### config.mk
export PLATFORM = sky130hd
export DESIGN_NAME = sram_wr_seq
export DESIGN_NICKNAME = d
export VERILOG_FILES = /design/src/rtl/sram_wr_pkg.sv /design/src/rtl/sram_wr_phase_cnt.sv /design/src/rtl/sram_wr_hold.sv /design/src/rtl/sram_wr_seq.sv
export SDC_FILE = /design/constraint.sdc
export NUM_CORES = 1
export LEC_CHECK = 0
export BUFFER_PORTS_ARGS = -buffer_cell sky130_fd_sc_hd__buf_2
export CAP_MARGIN = 20
export CORE_MARGIN = 1.5
export CORE_UTILIZATION = 43
export CTS_CLUSTER_DIAMETER = 30
export DETAILED_ROUTE_END_ITERATION = 8
export GPL_ROUTABILITY_DRIVEN = 0
export PLACE_DENSITY = 0.75
export SYNTH_ARGS = -nofsm -noshare
export SYNTH_HDL_FRONTEND = slang
export SYNTH_SLANG_ARGS = --single-unit
### constraint.sdc
create_clock -name clk_i -period 1.9 [get_ports clk_i]
set_clock_uncertainty 0.2 [all_clocks]
set_input_delay 0.285 -clock clk_i [delete_from_list [all_inputs] [get_ports clk_i]]
set_output_delay 0.285 -clock clk_i [all_outputs]
set_load 0.01 [all_outputs]
### src/rtl/sram_wr_pkg.sv
package sram_wr_pkg;

  typedef enum logic [1:0] {ST_IDLE, ST_SETUP, ST_PULSE, ST_RECOVER} wr_state_e;

  function automatic int max2(int a, int b);
    return (a > b) ? a : b;
  endfunction

  // ceil(t/p), at least 1 when t is nonzero
  function automatic int ns_to_cyc(int t, int p);
    if (t == 0) return 0;
    return max2(1, (t + p - 1) / p);
  endfunction

  function automatic int t_cycle(int sg);
    return (sg == 45) ? 45 : 35;
  endfunction

  function automatic int t_pulse(int sg);
    return (sg == 45) ? 30 : 25;
  endfunction

  function automatic int t_dsetup(int sg);
    return (sg == 45) ? 15 : 12;
  endfunction

  function automatic int t_addr_end(int sg);
    return (sg == 45) ? 30 : 25;
  endfunction

  function automatic int t_ce_end(int sg);
    return (sg == 45) ? 30 : 25;
  endfunction

  function automatic int pulse_cyc(int sg, int p);
    return max2(ns_to_cyc(t_pulse(sg), p), ns_to_cyc(t_dsetup(sg), p));
  endfunction

  function automatic int setup_cyc(int sg, int p);
    return max2(1, max2(ns_to_cyc(t_addr_end(sg), p), ns_to_cyc(t_ce_end(sg), p))
                   - pulse_cyc(sg, p));
  endfunction

  function automatic int recover_cyc(int sg, int p);
    return max2(1, ns_to_cyc(t_cycle(sg), p) - setup_cyc(sg, p) - pulse_cyc(sg, p));
  endfunction

endpackage

### src/rtl/sram_wr_phase_cnt.sv
module sram_wr_phase_cnt #(
  parameter int CNT_W = 4
) (
  input  logic             clk_i,
  input  logic             rst_ni,
  input  logic             load_i,
  input  logic [CNT_W-1:0] load_val_i,
  output logic             zero_o
);

  logic [CNT_W-1:0] cnt_q;

  always_ff @(posedge clk_i or negedge rst_ni) begin
    if (!rst_ni)              cnt_q <= '0;
    else if (load_i)          cnt_q <= load_val_i;
    else if (cnt_q != '0)     cnt_q <= cnt_q - 1'b1;
  end

  assign zero_o = (cnt_q == '0);

endmodule

### src/rtl/sram_wr_hold.sv
module sram_wr_hold #(
  parameter int W = 8
) (
  input  logic         clk_i,
  input  logic         rst_ni,
  input  logic         en_i,
  input  logic [W-1:0] d_i,
  output logic [W-1:0] q_o
);

  always_ff @(posedge clk_i or negedge rst_ni) begin
    if (!rst_ni)    q_o <= '0;
    else if (en_i)  q_o <= d_i;
  end

endmodule

### src/rtl/sram_wr_seq.sv
module sram_wr_seq
  import sram_wr_pkg::*;
#(
  parameter int CLK_PERIOD_NS = 4,
  parameter int SPEED_GRADE   = 35,
  parameter int ADDR_W        = 18,
  parameter int DATA_W        = 8
) (
  input  logic              clk_i,
  input  logic              rst_ni,
  input  logic              req_valid_i,
  input  logic [ADDR_W-1:0] req_addr_i,
  input  logic [DATA_W-1:0] req_data_i,
  output logic              req_ready_o,
  output logic              busy_o,
  output logic              done_o,
  output logic [ADDR_W-1:0] sram_addr_o,
  output logic              sram_ce_no,
  output logic              sram_we_no,
  output logic [DATA_W-1:0] sram_dq_o,
  output logic              sram_dq_oe_o,
  output logic              sram_store_no
);

  localparam int PULSE_CYC = pulse_cyc(SPEED_GRADE, CLK_PERIOD_NS);
  localparam int SETUP_CYC = setup_cyc(SPEED_GRADE, CLK_PERIOD_NS);
  localparam int REC_CYC   = recover_cyc(SPEED_GRADE, CLK_PERIOD_NS);
  localparam int MAX_CYC   = max2(PULSE_CYC, max2(SETUP_CYC, REC_CYC));
  localparam int CNT_W     = $clog2(MAX_CYC + 1);

  wr_state_e        state_q, state_d;
  logic             ph_load, ph_zero;
  logic [CNT_W-1:0] ph_val;
  logic             accept;
  logic             oe_q, done_q;

  assign accept = req_valid_i && (state_q == ST_IDLE);

  sram_wr_phase_cnt #(.CNT_W(CNT_W)) u_phase (
    .clk_i      (clk_i),
    .rst_ni     (rst_ni),
    .load_i     (ph_load),
    .load_val_i (ph_val),
    .zero_o     (ph_zero)
  );

  sram_wr_hold #(.W(ADDR_W + DATA_W)) u_hold (
    .clk_i  (clk_i),
    .rst_ni (rst_ni),
    .en_i   (accept),
    .d_i    ({req_addr_i, req_data_i}),
    .q_o    ({sram_addr_o, sram_dq_o})
  );

  always_comb begin
    state_d = state_q;
    ph_load = 1'b0;
    ph_val  = '0;
    unique case (state_q)
      ST_IDLE: if (accept) begin
        state_d = ST_SETUP;
        ph_load = 1'b1;
        ph_val  = CNT_W'(SETUP_CYC - 1);
      end
      ST_SETUP: if (ph_zero) begin
        state_d = ST_PULSE;
        ph_load = 1'b1;
        ph_val  = CNT_W'(PULSE_CYC - 1);
      end
      ST_PULSE: if (ph_zero) begin
        state_d = ST_RECOVER;
        ph_load = 1'b1;
        ph_val  = CNT_W'(REC_CYC - 1);
      end
      ST_RECOVER: if (ph_zero) state_d = ST_IDLE;
      default: state_d = ST_IDLE;
    endcase
  end

  always_ff @(posedge clk_i or negedge rst_ni) begin
    if (!rst_ni) begin
      state_q <= ST_IDLE;
      oe_q    <= 1'b0;
      done_q  <= 1'b0;
    end else begin
      state_q <= state_d;
      // bus driven through setup and pulse, plus one cycle after WE rises
      oe_q    <= (state_d == ST_SETUP) || (state_d == ST_PULSE) || (state_q == ST_PULSE);
      done_q  <= (state_q == ST_RECOVER) && (state_d == ST_IDLE);
    end
  end

  assign sram_ce_no    = (state_q == ST_IDLE);
  assign sram_we_no    = (state_q != ST_PULSE);
  assign sram_dq_oe_o  = oe_q;
  assign sram_store_no = 1'b1;
  assign busy_o        = (state_q != ST_IDLE);
  assign req_ready_o   = (state_q == ST_IDLE);
  assign done_o        = done_q;

endmodule

Word level (Yosys, flattened, before mapping)
Cells that the tools add are included.
- multiplexer cells: 12
- equality and inequality tests: 6
- reduce and logical (&&, ||, !) cells: 11
- add/sub/neg operators: 1
- operators with widths (kind ; number):
    3-bit 2-to-1 mux ; 4
    2-bit 2-to-1 mux ; 4
    2-bit case mux with 4 select lines ; 1
    2-bit == test, second input constant ; 3
    2-bit by 1-bit == test with 1-bit output, second input constant ; 2
    2-bit logical NOT ; 2
    2-bit nonzero test ; 2
    3-bit logical NOT ; 1
    3-bit nonzero test ; 1
    3-bit by 1-bit subtractor with 3-bit output, second input constant ; 1
    1-bit logical AND ; 2
    1-bit logical OR ; 2
    1-bit 2-to-1 mux ; 2
    2-bit != test, second input constant ; 1
    1-bit case mux with 2 select lines ; 1
    2-bit OR reduction ; 1
- flip-flop bits (word level): 33
- output and inout port bits: 33

Longest topological paths before layout
- depth in word-level cells: 7
- depth in mapped cells: 8

Hierarchy
Synthesis repeated with hierarchy kept, for this count alone.
- cell total of the unflattened synthesis: 113
- area, all modules: 1604.0 um2
- modules (own cells, without submodules) (module ; times used ; area an instance (um2) ; cells an instance):
    sram_wr_hold ; 1 ; 1069.8 ; 55
    sram_wr_seq ; 1 ; 334.1 ; 37
    sram_wr_phase_cnt ; 1 ; 200.2 ; 21

Worst setup path before layout
OpenSTA, ideal clock, no wires.
- path type: flip-flop to flip-flop
- from: reg state_q[0]
- to: reg oe_q (netlist: sram_dq_oe_o)
- path buffers: 0
- stages on the path, launching flop included: 8
- slack: -0.177 ns
- data arrival time: 1.750 ns
- clock period less this slack: 2.077 ns
- path through: dfrtp_1 inv_1 ha_1 a21bo_2 o21a_1 o32ai_1 ha_1 or2_2
- cells in the longest elaborated chain, start to end: 7
- elaborated cells between the ends (all ways): 14
- ends and longest elaborated chain (item ; RTL line ; RTL):
    start, declared ; sram_wr_seq.sv:31 ; wr_state_e state_q, state_d;
    start signal, assigned ; sram_wr_seq.sv:86 ; state_q <= state_d;
    2-bit logical NOT (*) ; -- ;
    net req_ready_o ; sram_wr_seq.sv:14 ; output logic req_ready_o,
    1-bit logical AND ; sram_wr_seq.sv:37 ; assign accept = req_valid_i && (state_q == ST_IDLE);
    2-bit 2-to-1 mux ; sram_wr_seq.sv:60 ; ST_IDLE: if (accept) begin
    2-bit case mux with 4 select lines (*) ; sram_wr_seq.sv:59 ; unique case (state_q)
    2-bit by 1-bit == test with 1-bit output or 2-bit == test (tied branches) ; sram_wr_seq.sv:88 ; oe_q <= (state_d == ST_SETUP) || (state_d == ST_PULSE) || (state_q == ST_PULSE);
    1-bit logical OR (*) (2 in a row) ; sram_wr_seq.sv:88 ;
    end signal, assigned ; sram_wr_seq.sv:88 ;
    end, declared ; sram_wr_seq.sv:35 ; logic oe_q, done_q;
The timed path passes the listed nets; every way through them passes the cells marked *.
A chain may end at the register's enable or synchronous reset.

Worst setup path after layout
- from: reg state_q[0]
- to: reg oe_q (netlist: sram_dq_oe_o)
- cells in the longest elaborated chain, start to end: 7
- elaborated cells between the ends (all ways): 14
- ends and longest elaborated chain (item ; RTL line):
    2-bit logical NOT ; sram_wr_seq.sv:37, sram_wr_seq.sv:59
    1-bit logical AND ; sram_wr_seq.sv:37
    2-bit 2-to-1 mux ; sram_wr_seq.sv:60
    2-bit case mux with 4 select lines ; sram_wr_seq.sv:59
    2-bit by 1-bit == test with 1-bit output or 2-bit == test (tied branches) ; sram_wr_seq.sv:88
    1-bit logical OR ; sram_wr_seq.sv:88
    1-bit logical OR (*) ; sram_wr_seq.sv:88
Mark *: on every way between the ends. The rest lies on a longest branch, timed or not.

==> results.cfg <==
[run_status]
status = finished, violations left
violations = negative setup slack

[finish]
diodes = 0
fill_cells = 262
final_nets = 226
syn_to_final_growth_pct = 40.7
drive_gt1_share_pct = 69.3
fin_area_um2 = 2240

[grt]
grt_pass1_wl_mm = 5.31
grt_pass1_vias = 1160
overflow = 0
antenna_found_initial = 0
grt_usage_pct = 16.7
grt_start_max_net_pins = 34

[synthesis]
ys_warn_count = 0
synthCells = 108
synth_seq_area_share_pct = 52.0
ys.flop_type = dfrtp_1
async_flop_share_pct = 100
syn_avg_cell_area_um2 = 14.7
yosysUniqueCellTypes = 30
ys_ff_latch = 33
synth_nets = 146
synth_area_um2 = 1590
synth_edf_count = 0

[clock_network]
htree_num_levels = 2
clock-sinks = 33
clock_latency_ns = 0.27
ctsRootBufferMaster = clkbuf_8
clockBufferDepth = 2
clk_pin_slew_worst_paths_ns = 0.06
cts_tree = done
numCtsBuffers = 5

[timing]
max_freq_mhz = 504
layout_setup_ws_ns = -0.0859
drv_slew = 0
setup_violations = 1
fin_crit_sh_pct = 105
rsz0062_at_grt = true
fin_crit_ns = 1.99
relSlewSlack_pct = 52.0
hold-worst-slack_ns = 0.0414
max_slew.worst_pin.slew_ns = 0.720
hold_violations = 0

[routing]
finalWirelength_mm = 3.28
first_pass_iters = 4
drt_iter0_drc = 58
drc = 0
final_antenna_net_count = 0
vias_per_cell = 4.85
wl_per_cell_um = 14.0
vias = 1140

[floorplanning]
fp.dieW_um = 63.8
num_rows = 21
die_y_um = 63.8
start_util_pct = 46.2
core_um2 = 3440
io_pins = 62
dieArea_um2 = 4070

[min_path]
min-delay-path-class = in2reg

[critical_path]
cp_max_fo = 5
start_kind = flop
setup.worst_path.class = reg2reg
endpoint_kind = flop
crit_required_ns = 1.86
critical_path_arrival_ns = 1.95

[job]
maxCapViolations = 0

[place]
numPortBuffers = 60
dp_hpwl_mm = 2.45
place_area_um2 = 2080
pre_cts_slack_ns = -0.172

[power]
p_leak_nw = 1.12
cellPowerDensity_nw_per_um2 = 1840
irDropWorstVdd_uv = 1010
cell type report:
type                            instances  area (um2)  share of cell area, %
Inverter                                8        32.5                   1.45
Clock inverter                          2        10.0                  0.448
Sequential cell                        33         827                   37.0
Clock buffer                            6        72.6                   3.25
Timing Repair Buffer                   79         474                   21.2
Tap cell                               46        57.6                   2.57
Multi-Input combinational cell         61         762                   34.1
cell families after synthesis:
group                      Yosys count  synth area share [%]
adders and majority gates            9                  7.09
AOI/OAI and AO/OA                   13                  6.69
buffers and inverters               14                  6.38
muxes                               27                  23.8
and+or+nand+nor                     10                  3.31
other                                1                 0.236
xor gates and xnor gates             1                 0.551
DFF                                 33                  52.0
report_power, final:
group | total (mW) | switching, mW | internal (mW)
logic | 2.35 | 1.00 | 1.35
clock network | 0.486 | 0.233 | 0.253
registers | 1.27 | 0.211 | 1.06
cell usage in the layout (no fill, tap or decap), types with 2 or more instances in the layout:
cell type,netlist,layout
dfrtp_1,33,32
inv_2,0,3
mux2_4,20,20
ha_4,0,3
clkinv_2,0,2
ha_1,9,4
inv_1,8,4
buf_4,2,15
nor2_1,4,2
ha_2,0,2
mux2_2,6,6
o2111ai_1,2,2
clkbuf_8,0,5
buf_2,1,60
buf_12,2,2
worst max-delay path, stage by stage, from the launching register on:
cell and delay, ns:
dfrtp_2 0.47, inv_4 0.11, ha_4 0.16, a21bo_4 0.24, o21a_1 0.12, o32ai_2 0.09
ha_1 0.27, or2_4 0.23
timing repair:
action,CTS,global route
pin swaps,3,2
endpoints found under the hold margin,33,0
buffers inserted,2,1
setup endpoints to repair,6,2
hold buffers,1,0
resized for setup,8,5
registers in the layout, summed over array words and instances, names as in the netlist:
name	cells
u_hold.q_o	26
u_phase.cnt_q	3
state_q	2
done_o	1
sram_dq_oe_o	1
Yosys cell counts (2+ instances only):
master / n / share of area, %
o32ai_1: 2 / 1.1
mux2_2: 6 / 4.3
buf_4: 2 / 0.94
o2111ai_1: 2 / 1.1
dfrtp_1: 33 / 52
mux2_4: 20 / 19
ha_1: 9 / 7.1
buf_12: 2 / 2.5
nor2_1: 4 / 0.94
inv_1: 8 / 1.9
per-stage QoR:
step	total power, mW	instances	setup TNS (ns)	util, %
3_5_place_dp	3.49	224	-0.172	60.5
5_1_grt	4.39	235	-0.182	65.0
6_report	4.11	235	-0.0859	65.0
2_1_floorplan	2.74	108	-0.0584	-
4_1_cts	4.07	234	-0.0765	64.1
3_3_place_gp	3.39	224	-0.0626	60.5
layer usage:
layer | wire [um] | global-route usage (%)
met5 | 0 | 0
met4 | 42 | 5.98
met3 | 221 | 4.23
met2 | 1570 | 28.4
met1 | 1450 | 20.5
final timing paths:
path | endpoint | depth (start not counted) | from | slack, ns
max in group asynchronous | state_q[0] | 2 | rst_ni | 0.58
worst min register to register | u_hold.q_o[0] | 1 | u_hold.q_o[0] | 0.30
worst min-delay path | u_hold.q_o[13] | 2 | req_addr_i[5] | 0.04
min in group asynchronous | u_hold.q_o[10] | 2 | rst_ni | 0.41
worst max register to register | sram_dq_oe_o | 7 | state_q[0] | -0.09
worst max-delay path | sram_dq_oe_o | 7 | state_q[0] | -0.09
(Power assumes the default switching activity.)
